<file path="config.mk">
export PLATFORM = sky130hd
export DESIGN_NAME = adc_trig_ctrl
export DESIGN_NICKNAME = d
export VERILOG_FILES = /design/src/rtl/adc_trig_pkg.sv /design/src/rtl/adc_trig_arb.sv /design/src/rtl/adc_trig_seq.sv /design/src/rtl/adc_trig_ctrl.sv
export SDC_FILE = /design/constraint.sdc
export NUM_CORES = 1
export LEC_CHECK = 0
export BUFFER_PORTS_ARGS = -buffer_cell sky130_fd_sc_hd__buf_4
export CAP_MARGIN = 40
export CORE_UTILIZATION = 55
export CTS_CLUSTER_SIZE = 16
export DETAILED_ROUTE_END_ITERATION = 6
export HOLD_SLACK_MARGIN = 0.05
export PLACE_DENSITY = 0.77
export SYNTH_ARGS = -nofsm -noshare
export SYNTH_HDL_FRONTEND = slang
export SYNTH_HIERARCHICAL = 1
export SYNTH_SLANG_ARGS = --single-unit
</file>
<file path="constraint.sdc">
create_clock -name clk -period 2.8 [get_ports clk]
set_input_delay 0.28 -clock clk [delete_from_list [all_inputs] [get_ports clk]]
set_output_delay 0.28 -clock clk [all_outputs]
set_load 0.01 [all_outputs]
</file>
<file path="src/rtl/adc_trig_pkg.sv">
package adc_trig_pkg;
   localparam int OFF_TRIG  = 'h04;
   localparam int OFF_STAT  = 'h10;
   localparam int OFF_RES   = 'h14;
   localparam int OFF_MISC  = 'h94;
   localparam int BUSY_BIT  = 0;
   localparam int READY_BIT = 12;
   localparam int PWR_BIT   = 14;

   typedef enum logic [1:0] {
      S_OFF    = 2'd0,
      S_SETTLE = 2'd1,
      S_IDLE   = 2'd2,
      S_CONV   = 2'd3
   } seq_state_t;
endpackage

</file>
<file path="src/rtl/adc_trig_arb.sv">
module adc_trig_arb #(
   parameter int NUM_CH = 16,
   parameter int CH_W   = $clog2(NUM_CH)
) (
   input  logic              clk,
   input  logic              rst_n,
   input  logic [NUM_CH-1:0] req,
   output logic [NUM_CH-1:0] grant,
   output logic [CH_W-1:0]   grant_idx,
   output logic              grant_vld
);
   logic [NUM_CH:0] blocked;

   assign blocked[0] = 1'b0;
   for (genvar i = 0; i < NUM_CH; i++) begin : g_chain
      assign grant[i]     = req[i] & ~blocked[i];
      assign blocked[i+1] = blocked[i] | req[i];
   end
   assign grant_vld = blocked[NUM_CH];

   always_comb begin
      grant_idx = '0;
      for (int i = 0; i < NUM_CH; i++)
         if (grant[i]) grant_idx = grant_idx | CH_W'(i);
   end

   // exactly one winner whenever something is pending
   a_r5_grant_onehot: assert property (@(posedge clk) disable iff (!rst_n)
      (|req) |-> $onehot(grant));
   // no pending request below the winner
   a_r5_lowest_first: assert property (@(posedge clk) disable iff (!rst_n)
      (|req) |-> ((req & (grant - NUM_CH'(1))) == '0));
endmodule

</file>
<file path="src/rtl/adc_trig_seq.sv">
module adc_trig_seq
   import adc_trig_pkg::*;
#(
   parameter int CONV_CYCLES   = 24,
   parameter int SETTLE_CYCLES = 40
) (
   input  logic clk,
   input  logic rst_n,
   input  logic pwr_en,
   input  logic req,
   output logic start,
   output logic done,
   output logic busy,
   output logic accepting
);
   localparam int MAXC  = (CONV_CYCLES > SETTLE_CYCLES) ? CONV_CYCLES : SETTLE_CYCLES;
   localparam int CNT_W = $clog2(MAXC + 1);
   localparam logic [CNT_W-1:0] CONV_LAST   = CNT_W'(CONV_CYCLES - 1);
   localparam logic [CNT_W-1:0] SETTLE_LAST = CNT_W'(SETTLE_CYCLES - 1);

   seq_state_t       state;
   logic [CNT_W-1:0] cnt;

   always_ff @(posedge clk or negedge rst_n) begin
      if (!rst_n) begin
         state <= S_OFF;
         cnt   <= '0;
      end else if (!pwr_en) begin
         state <= S_OFF;
         cnt   <= '0;
      end else begin
         unique case (state)
            S_OFF: begin
               state <= S_SETTLE;
               cnt   <= '0;
            end
            S_SETTLE: begin
               if (cnt == SETTLE_LAST) begin
                  state <= S_IDLE;
                  cnt   <= '0;
               end else cnt <= cnt + 1'b1;
            end
            S_IDLE: begin
               if (req) begin
                  state <= S_CONV;
                  cnt   <= '0;
               end
            end
            S_CONV: begin
               if (cnt == CONV_LAST) begin
                  state <= S_IDLE;
                  cnt   <= '0;
               end else cnt <= cnt + 1'b1;
            end
            default: state <= S_OFF;
         endcase
      end
   end

   assign accepting = pwr_en && (state == S_IDLE || state == S_CONV);
   assign start     = pwr_en && (state == S_IDLE) && req;
   assign busy      = pwr_en && (state == S_CONV);
   assign done      = busy && (cnt == CONV_LAST);

   // a conversion only begins from idle, never right after another edge of busy
   a_r4_start_from_idle: assert property (@(posedge clk) disable iff (!rst_n)
      start |=> (busy || !pwr_en));
endmodule

</file>
<file path="src/rtl/adc_trig_ctrl.sv">
module adc_trig_ctrl
   import adc_trig_pkg::*;
#(
   parameter int NUM_CH        = 16,
   parameter int DATA_W        = 12,
   parameter int ADDR_W        = 8,
   parameter int CONV_CYCLES   = 24,
   parameter int SETTLE_CYCLES = 40
) (
   input  logic                      clk,
   input  logic                      rst_n,
   input  logic [ADDR_W-1:0]         reg_addr,
   input  logic                      reg_wr,
   input  logic [31:0]               reg_wdata,
   input  logic                      reg_rd,
   output logic [31:0]               reg_rdata,
   output logic [$clog2(NUM_CH)-1:0] ana_sel,
   input  logic [DATA_W-1:0]         ana_sample
);
   localparam int CH_W = $clog2(NUM_CH);
   localparam logic [ADDR_W-1:0] A_TRIG  = ADDR_W'(OFF_TRIG);
   localparam logic [ADDR_W-1:0] A_STAT  = ADDR_W'(OFF_STAT);
   localparam logic [ADDR_W-1:0] A_MISC  = ADDR_W'(OFF_MISC);
   localparam logic [ADDR_W-1:0] A_RES   = ADDR_W'(OFF_RES);
   localparam logic [ADDR_W-1:0] A_RES_E = ADDR_W'(OFF_RES + 4 * NUM_CH);

   if (NUM_CH < 2 || NUM_CH > 16) begin : g_bad_ch
      $error("NUM_CH must be 2..16");
   end
   if (DATA_W < 1 || DATA_W > READY_BIT) begin : g_bad_dw
      $error("DATA_W must be 1..12");
   end
   if (ADDR_W < 8) begin : g_bad_aw
      $error("ADDR_W must be at least 8");
   end
   if (CONV_CYCLES < 1 || SETTLE_CYCLES < 1) begin : g_bad_lat
      $error("latencies must be positive");
   end

   logic [NUM_CH-1:0] trig_q, pend_q, pend_n, ready_q;
   logic [DATA_W-1:0] data_q [NUM_CH];
   logic              pwr_q;
   logic [CH_W-1:0]   conv_ch;
   logic [NUM_CH-1:0] trig_new, trig_rise, trig_fall, grant;
   logic [CH_W-1:0]   grant_idx;
   logic              grant_vld, start, done, busy, accepting;
   logic              wr_trig, wr_misc, res_hit;
   logic [ADDR_W-1:0] res_off;
   logic [CH_W-1:0]   res_idx;
   logic [31:0]       rd_mux;
   logic              unused_bits;

   assign wr_trig   = reg_wr && (reg_addr == A_TRIG);
   assign wr_misc   = reg_wr && (reg_addr == A_MISC);
   assign trig_new  = reg_wdata[NUM_CH-1:0];
   assign trig_rise = wr_trig ? (trig_new & ~trig_q) : '0;
   assign trig_fall = wr_trig ? (~trig_new & trig_q) : '0;
   assign unused_bits = ^{reg_wdata, res_off};

   adc_trig_arb #(.NUM_CH(NUM_CH), .CH_W(CH_W)) u_arb (
      .clk(clk), .rst_n(rst_n), .req(pend_q),
      .grant(grant), .grant_idx(grant_idx), .grant_vld(grant_vld)
   );

   adc_trig_seq #(.CONV_CYCLES(CONV_CYCLES), .SETTLE_CYCLES(SETTLE_CYCLES)) u_seq (
      .clk(clk), .rst_n(rst_n), .pwr_en(pwr_q), .req(grant_vld),
      .start(start), .done(done), .busy(busy), .accepting(accepting)
   );

   always_comb begin
      pend_n = pend_q;
      if (start)     pend_n = pend_n & ~grant;
      if (accepting) pend_n = pend_n | trig_rise;
      if (!pwr_q)    pend_n = '0;
   end

   always_ff @(posedge clk or negedge rst_n) begin
      if (!rst_n) begin
         trig_q  <= '0;
         pend_q  <= '0;
         pwr_q   <= 1'b0;
         conv_ch <= '0;
      end else begin
         pend_q <= pend_n;
         if (wr_trig) trig_q <= trig_new;
         if (wr_misc) pwr_q  <= reg_wdata[PWR_BIT];
         if (start)   conv_ch <= grant_idx;
      end
   end

   always_ff @(posedge clk or negedge rst_n) begin
      if (!rst_n) begin
         ready_q <= '0;
         for (int c = 0; c < NUM_CH; c++) data_q[c] <= '0;
      end else begin
         for (int c = 0; c < NUM_CH; c++) begin
            if (done && conv_ch == CH_W'(c)) begin
               ready_q[c] <= 1'b1;
               data_q[c]  <= ana_sample;
            end
            if (trig_fall[c]) ready_q[c] <= 1'b0;
         end
      end
   end

   assign ana_sel = conv_ch;

   assign res_off = reg_addr - A_RES;
   assign res_idx = res_off[CH_W+1:2];
   assign res_hit = (reg_addr >= A_RES) && (reg_addr < A_RES_E) && (res_off[1:0] == 2'b00);

   always_comb begin
      rd_mux = '0;
      if (reg_addr == A_TRIG)      rd_mux[NUM_CH-1:0] = trig_q;
      else if (reg_addr == A_STAT) rd_mux[BUSY_BIT]   = busy;
      else if (reg_addr == A_MISC) rd_mux[PWR_BIT]    = pwr_q;
      else if (res_hit) begin
         rd_mux[READY_BIT]   = ready_q[res_idx];
         rd_mux[DATA_W-1:0]  = data_q[res_idx];
      end
   end

   always_ff @(posedge clk or negedge rst_n) begin
      if (!rst_n)      reg_rdata <= '0;
      else if (reg_rd) reg_rdata <= rd_mux;
      else             reg_rdata <= '0;
   end

   // a ready flag only rises on the cycle after a conversion completes
   a_r2_ready_from_done: assert property (@(posedge clk) disable iff (!rst_n)
      (|(ready_q & ~$past(ready_q))) |-> $past(done));
   // a falling trigger write leaves that channel's ready flag low
   a_r3_fall_clears: assert property (@(posedge clk) disable iff (!rst_n)
      (|trig_fall) |=> ((ready_q & $past(trig_fall)) == '0));
   // without power the request queue is flushed
   a_r8_flush_unpowered: assert property (@(posedge clk) disable iff (!rst_n)
      !pwr_q |=> (pend_q == '0));
   // nothing is queued while edges are not accepted
   a_r7_no_queue_unsettled: assert property (@(posedge clk) disable iff (!rst_n)
      !accepting |=> (pend_q == '0));
endmodule

</file>
==> results.txt <==
* Critical path required time: 3220 ps
- Status: finished, final reports clean
- Async set or reset register ratio after synthesis: 100.0%
* Sum of buffers and inverters on the critical path: 2
- Aggregate routed wire length: 29620 µm
- Summed over its instances, the top area cell type makes up 51.72% of the synthesized netlist area.
- Pwr Total: 8577 µW
* Critical-path cell with the highest stage delay: dfrtp_1
* RD Place Congestion: 0.8155
- Global-route total usage across every layer: 25.83%
- Pins Over Slew Limit: 0
- On the critical path the largest part of the delay comes from simple AND/OR/NAND/NOR gates.
- Counting flops and latches in the post-synthesis netlist gives 269.
- The die covers 24280 µm².
- The worst setup path is captured at a flop.
- Clock-pin slew was measured on the worst setup and hold paths at 60 ps.
- The pre-antenna-repair detailed-routing pass consisted of 4 iterations.
- STA classifies the critical path startpoint as a flop.
- The floorplan has 55 rows.
- Pre-CTS setup slack: 286.8 ps
- The via count of the first global-routing pass was 8572.
- Across all hold checks on the routed design, the worst slack comes to 77.40 ps.
- The routed design uses 14600 µm of met2 wire.
- I/O pins: 92
- The tree is rooted in a clkbuf_16.
- Setup repair after global routing left no endpoint under its margin.
- Num Clock Sinks: 269
* Initial antenna violation count: 0
* Maximum number of buffers from clock root to sink: 3
* Critical path, cell by cell: ha_1, nand3b_2, nor4b_1, buf_4, nor3b_1, nor2b_1, buf_4, mux2_2
- Count of fill cells added during filler insertion: 1665
- Post-Layout Inst Area: 15110 µm²
- The detailed router put a total of 12850 µm of wire on met1.
* Residual DRC count: 0
- Standby leakage power: 0.006883 µW
- Synthesized area per cell: 13.63 µm²
- Cell area after synthesis: 13010 µm²
* Max Clk Rate: 397.0 MHz
- Entering global routing, the biggest net connects 87 pins.
- Headroom to the max-slew limit: 42.40%
- CP Class: flop to flop
- Synth Instances: 955
* Prevailing post-synth register cell: dfrtp_1
- Num CTS Buffers: 28
- The count of nets left with antenna violations once routing finished came out at 0.
- After synthesis, the cell types taking the most area are dfrtp_1, mux2_2, mux4_2, a21boi_0, inv_1.
* Critical path fanouts, max: 10
* Wire length of the first global-routing pass: 47830 µm
- GRT Residual Overflow: 0
- DIE HEIGHT: 155.8 µm
- The clock reaches the later pin of the worst-skew pair after 540 ps.
- Critical path's most frequent cell: buf_4
- The initial utilization of the core area, before any placement, comes to 56.79%.
- After layout, the worst path uses 89.97% of the clock period.
- Share of layout cells above drive strength 1: 42.99%
- IR analysis of the VDD net gives a maximum drop of 0.4563 mV.
- For the pin with the worst max-slew slack, the measured transition is 864.1 ps.
* Detailed router's first-iteration violation count: 631
- Final Setup Violations: 0
- Post-synth cell types: 66
* Relative area change from synthesis to final layout: 16.07%
- The floorplan step set the die width to 155.8 µm.
- Quantity of I/O buffers inserted on ports: 59
- Met3 Wirelength: 1307 µm
* Final layout net count: 1110
* Max Cap Violations: 0
* Vias: 8207
- Across the routed clock network, the largest skew measured is 17.91 ps.
- The number of antenna diodes in the final layout is 0.
* Top metal layer carrying routed signals: met4
* DPL Wire Length: 19150 µm
- After detailed routing, the average wire length per cell comes to 21.42 µm.
- Number of hold violations in the final report: 0
- Sequential cells were found to cover 51.72% of the synthesized design area.
- Number of gates given a new drive strength after cts: 0
- Hold crit path type: input pin to flop
* Data arrival time of the worst path: 2940 ps
- The placed instances occupy a cell area of 13910 µm².
* EDFF count, synth: 0
- dfrtp_1 takes more of the synthesized area than any other cell.
* Post-detailed-route via-to-cell ratio: 5.934
- Final critical path time including I/O delays and setup: 2519 ps
- In the final layout, flip-flops and latches occupy 6731 µm².
- TritonCTS clock tree: done
- For the final routed database, the setup TNS stands at 0 ps.
* Yosys warning count: 6
- Area of the core region: 22920 µm²
- Power per standard cell area: 567.7 nW/µm²
- The largest single stage delay on the critical path is 400 ps.
* H-tree depth reported by CTS: 1
- Multi-input combinational cell area: 5702 µm²
* Setup slack of the critical path after layout: 280.9 ps
-- through the flow --
stage	cells	util, %
3_5_place_dp	1313	60.68
4_1_cts	1383	65.92
3_3_place_gp	1312	60.65
2_1_floorplan	970	-
6_report	1383	65.92
5_1_grt	1383	65.92
-- cell families (layout without fill, tap and decap cells) --
logic type,Yosys count,in the layout,share of synthesized area [%]
and+or+nand+nor,149,149,7.508
adders and majority gates,4,4,0.3846
xor gates and xnor gates,1,1,0.06731
buffers and inverters,129,229,4.922
DFF,269,269,51.72
other,1,16,0.02881
AOI/OAI and AO/OA,136,136,7.864
muxes,266,266,27.50
-- worst paths after layout --
kind	from	end	slack, ps	depth (start not counted)
max	u_seq/cnt[0]	data_q[151]	280	8
min	reg_addr[6]	reg_rdata[0]	80	4
max reg2reg	u_seq/cnt[0]	data_q[151]	280	8
min reg2reg	data_q[168]	data_q[168]	500	1
min in group asynchronous	rst_n	data_q[132]	340	2
max in group asynchronous	rst_n	data_q[70]	1580	3
-- registers in the layout, summed over array words and instances, names as in the netlist --
signal,count
ana_sel,4
data_q,192
pend_q,16
pwr_q,1
ready_q,16
reg_rdata,16
trig_q,16
u_seq/cnt,6
u_seq/state,2
-- tightest hold or removal path: stages --
cell and delay [ps]:
buf_4 110, nor2_4 40, nand3_1 50, o21ai_0 80
-- placed cells by master (no fill, tap or decap), types with 3 or more instances in the layout --
cell           count
and2_1             6
ha_1               3
o22ai_1           14
and3b_1            3
clkbuf_16         29
nor3_1             5
mux4_2            52
nand2_1           29
bufinv_16          4
nor3b_2           11
and3_1             6
nor2b_1            4
inv_1             52
nor4_1             3
conb_1            16
o32a_1            10
nand3b_1           3
nor3b_1           14
nand3_1            8
nand2b_1           8
nor2_1            27
buf_4            100
mux2_2           213
o21ai_0           10
clkbuf_8           6
buf_12             6
clkbuf_1           5
a21boi_0          30
a211oi_2          11
dlygate4sd3_1     20
o21a_1            19
a21oi_1           12
o21ai_1           12
dfrtp_1          269
o21ai_2            3
or3_1              3
-- cells in the mapped netlist, types with 2 or more instances --
| cell type | n |
|---|---|
| nand2_1 | 29 |
| o32a_1 | 10 |
| nor3b_1 | 14 |
| nor3b_2 | 11 |
| nor2_1 | 27 |
| mux2_2 | 213 |
| a221oi_1 | 2 |
| o22ai_1 | 14 |
| buf_2 | 19 |
| a211oi_2 | 11 |
| clkbuf_1 | 28 |
| dfrtp_1 | 269 |
| o21a_1 | 19 |
| nor3_1 | 5 |
| or3_1 | 3 |
| o21ai_2 | 3 |
| buf_6 | 7 |
| and3b_1 | 3 |
| and3_1 | 6 |
| buf_4 | 21 |
| nand3b_1 | 3 |
| inv_1 | 52 |
| nor2b_1 | 4 |
| o21ai_0 | 10 |
| a21oi_1 | 12 |
| nand3_1 | 8 |
| a31oi_1 | 2 |
| o31ai_1 | 2 |
| nor4_1 | 3 |
| ha_1 | 4 |
| a21boi_0 | 30 |
| o211ai_1 | 2 |
| and2_1 | 6 |
| nand2b_1 | 8 |
| mux4_2 | 52 |
| a211oi_1 | 2 |
| o21ai_1 | 12 |
-- where the power goes --
group          internal, µW  switching [µW]  total (µW)  leakage [µW]
Combinational           270             345         615       0.00284
Clock                  2430            1540        3970      0.000482
Sequential             3950            40.3        3990       0.00356
-- per-layer routing --
layer | vias up | GRT usage [%]
met1 | 4300 | 35.12
met4 | 0 | 8.357
met3 | 55 | 4.194
met2 | 203 | 42.60
met5 | - | 0
li1 | 3649 | -
-- repair_timing --
action / in CTS / in global routing
hold buffers: 20 / 0
hold endpoints to repair: 115 / 0
setup buffers: 0 / 0
-- layout make-up --
class / count / area share, %
tap: 313 / 2.592
clock buffer: 40 / 5.475
timing repair buffer: 127 / 7.189
multi-input combinational: 572 / 37.74
clock inverter: 10 / 1.151
sequential: 269 / 44.56
inverter: 52 / 1.292
Power figures use the tool's default switching activity.
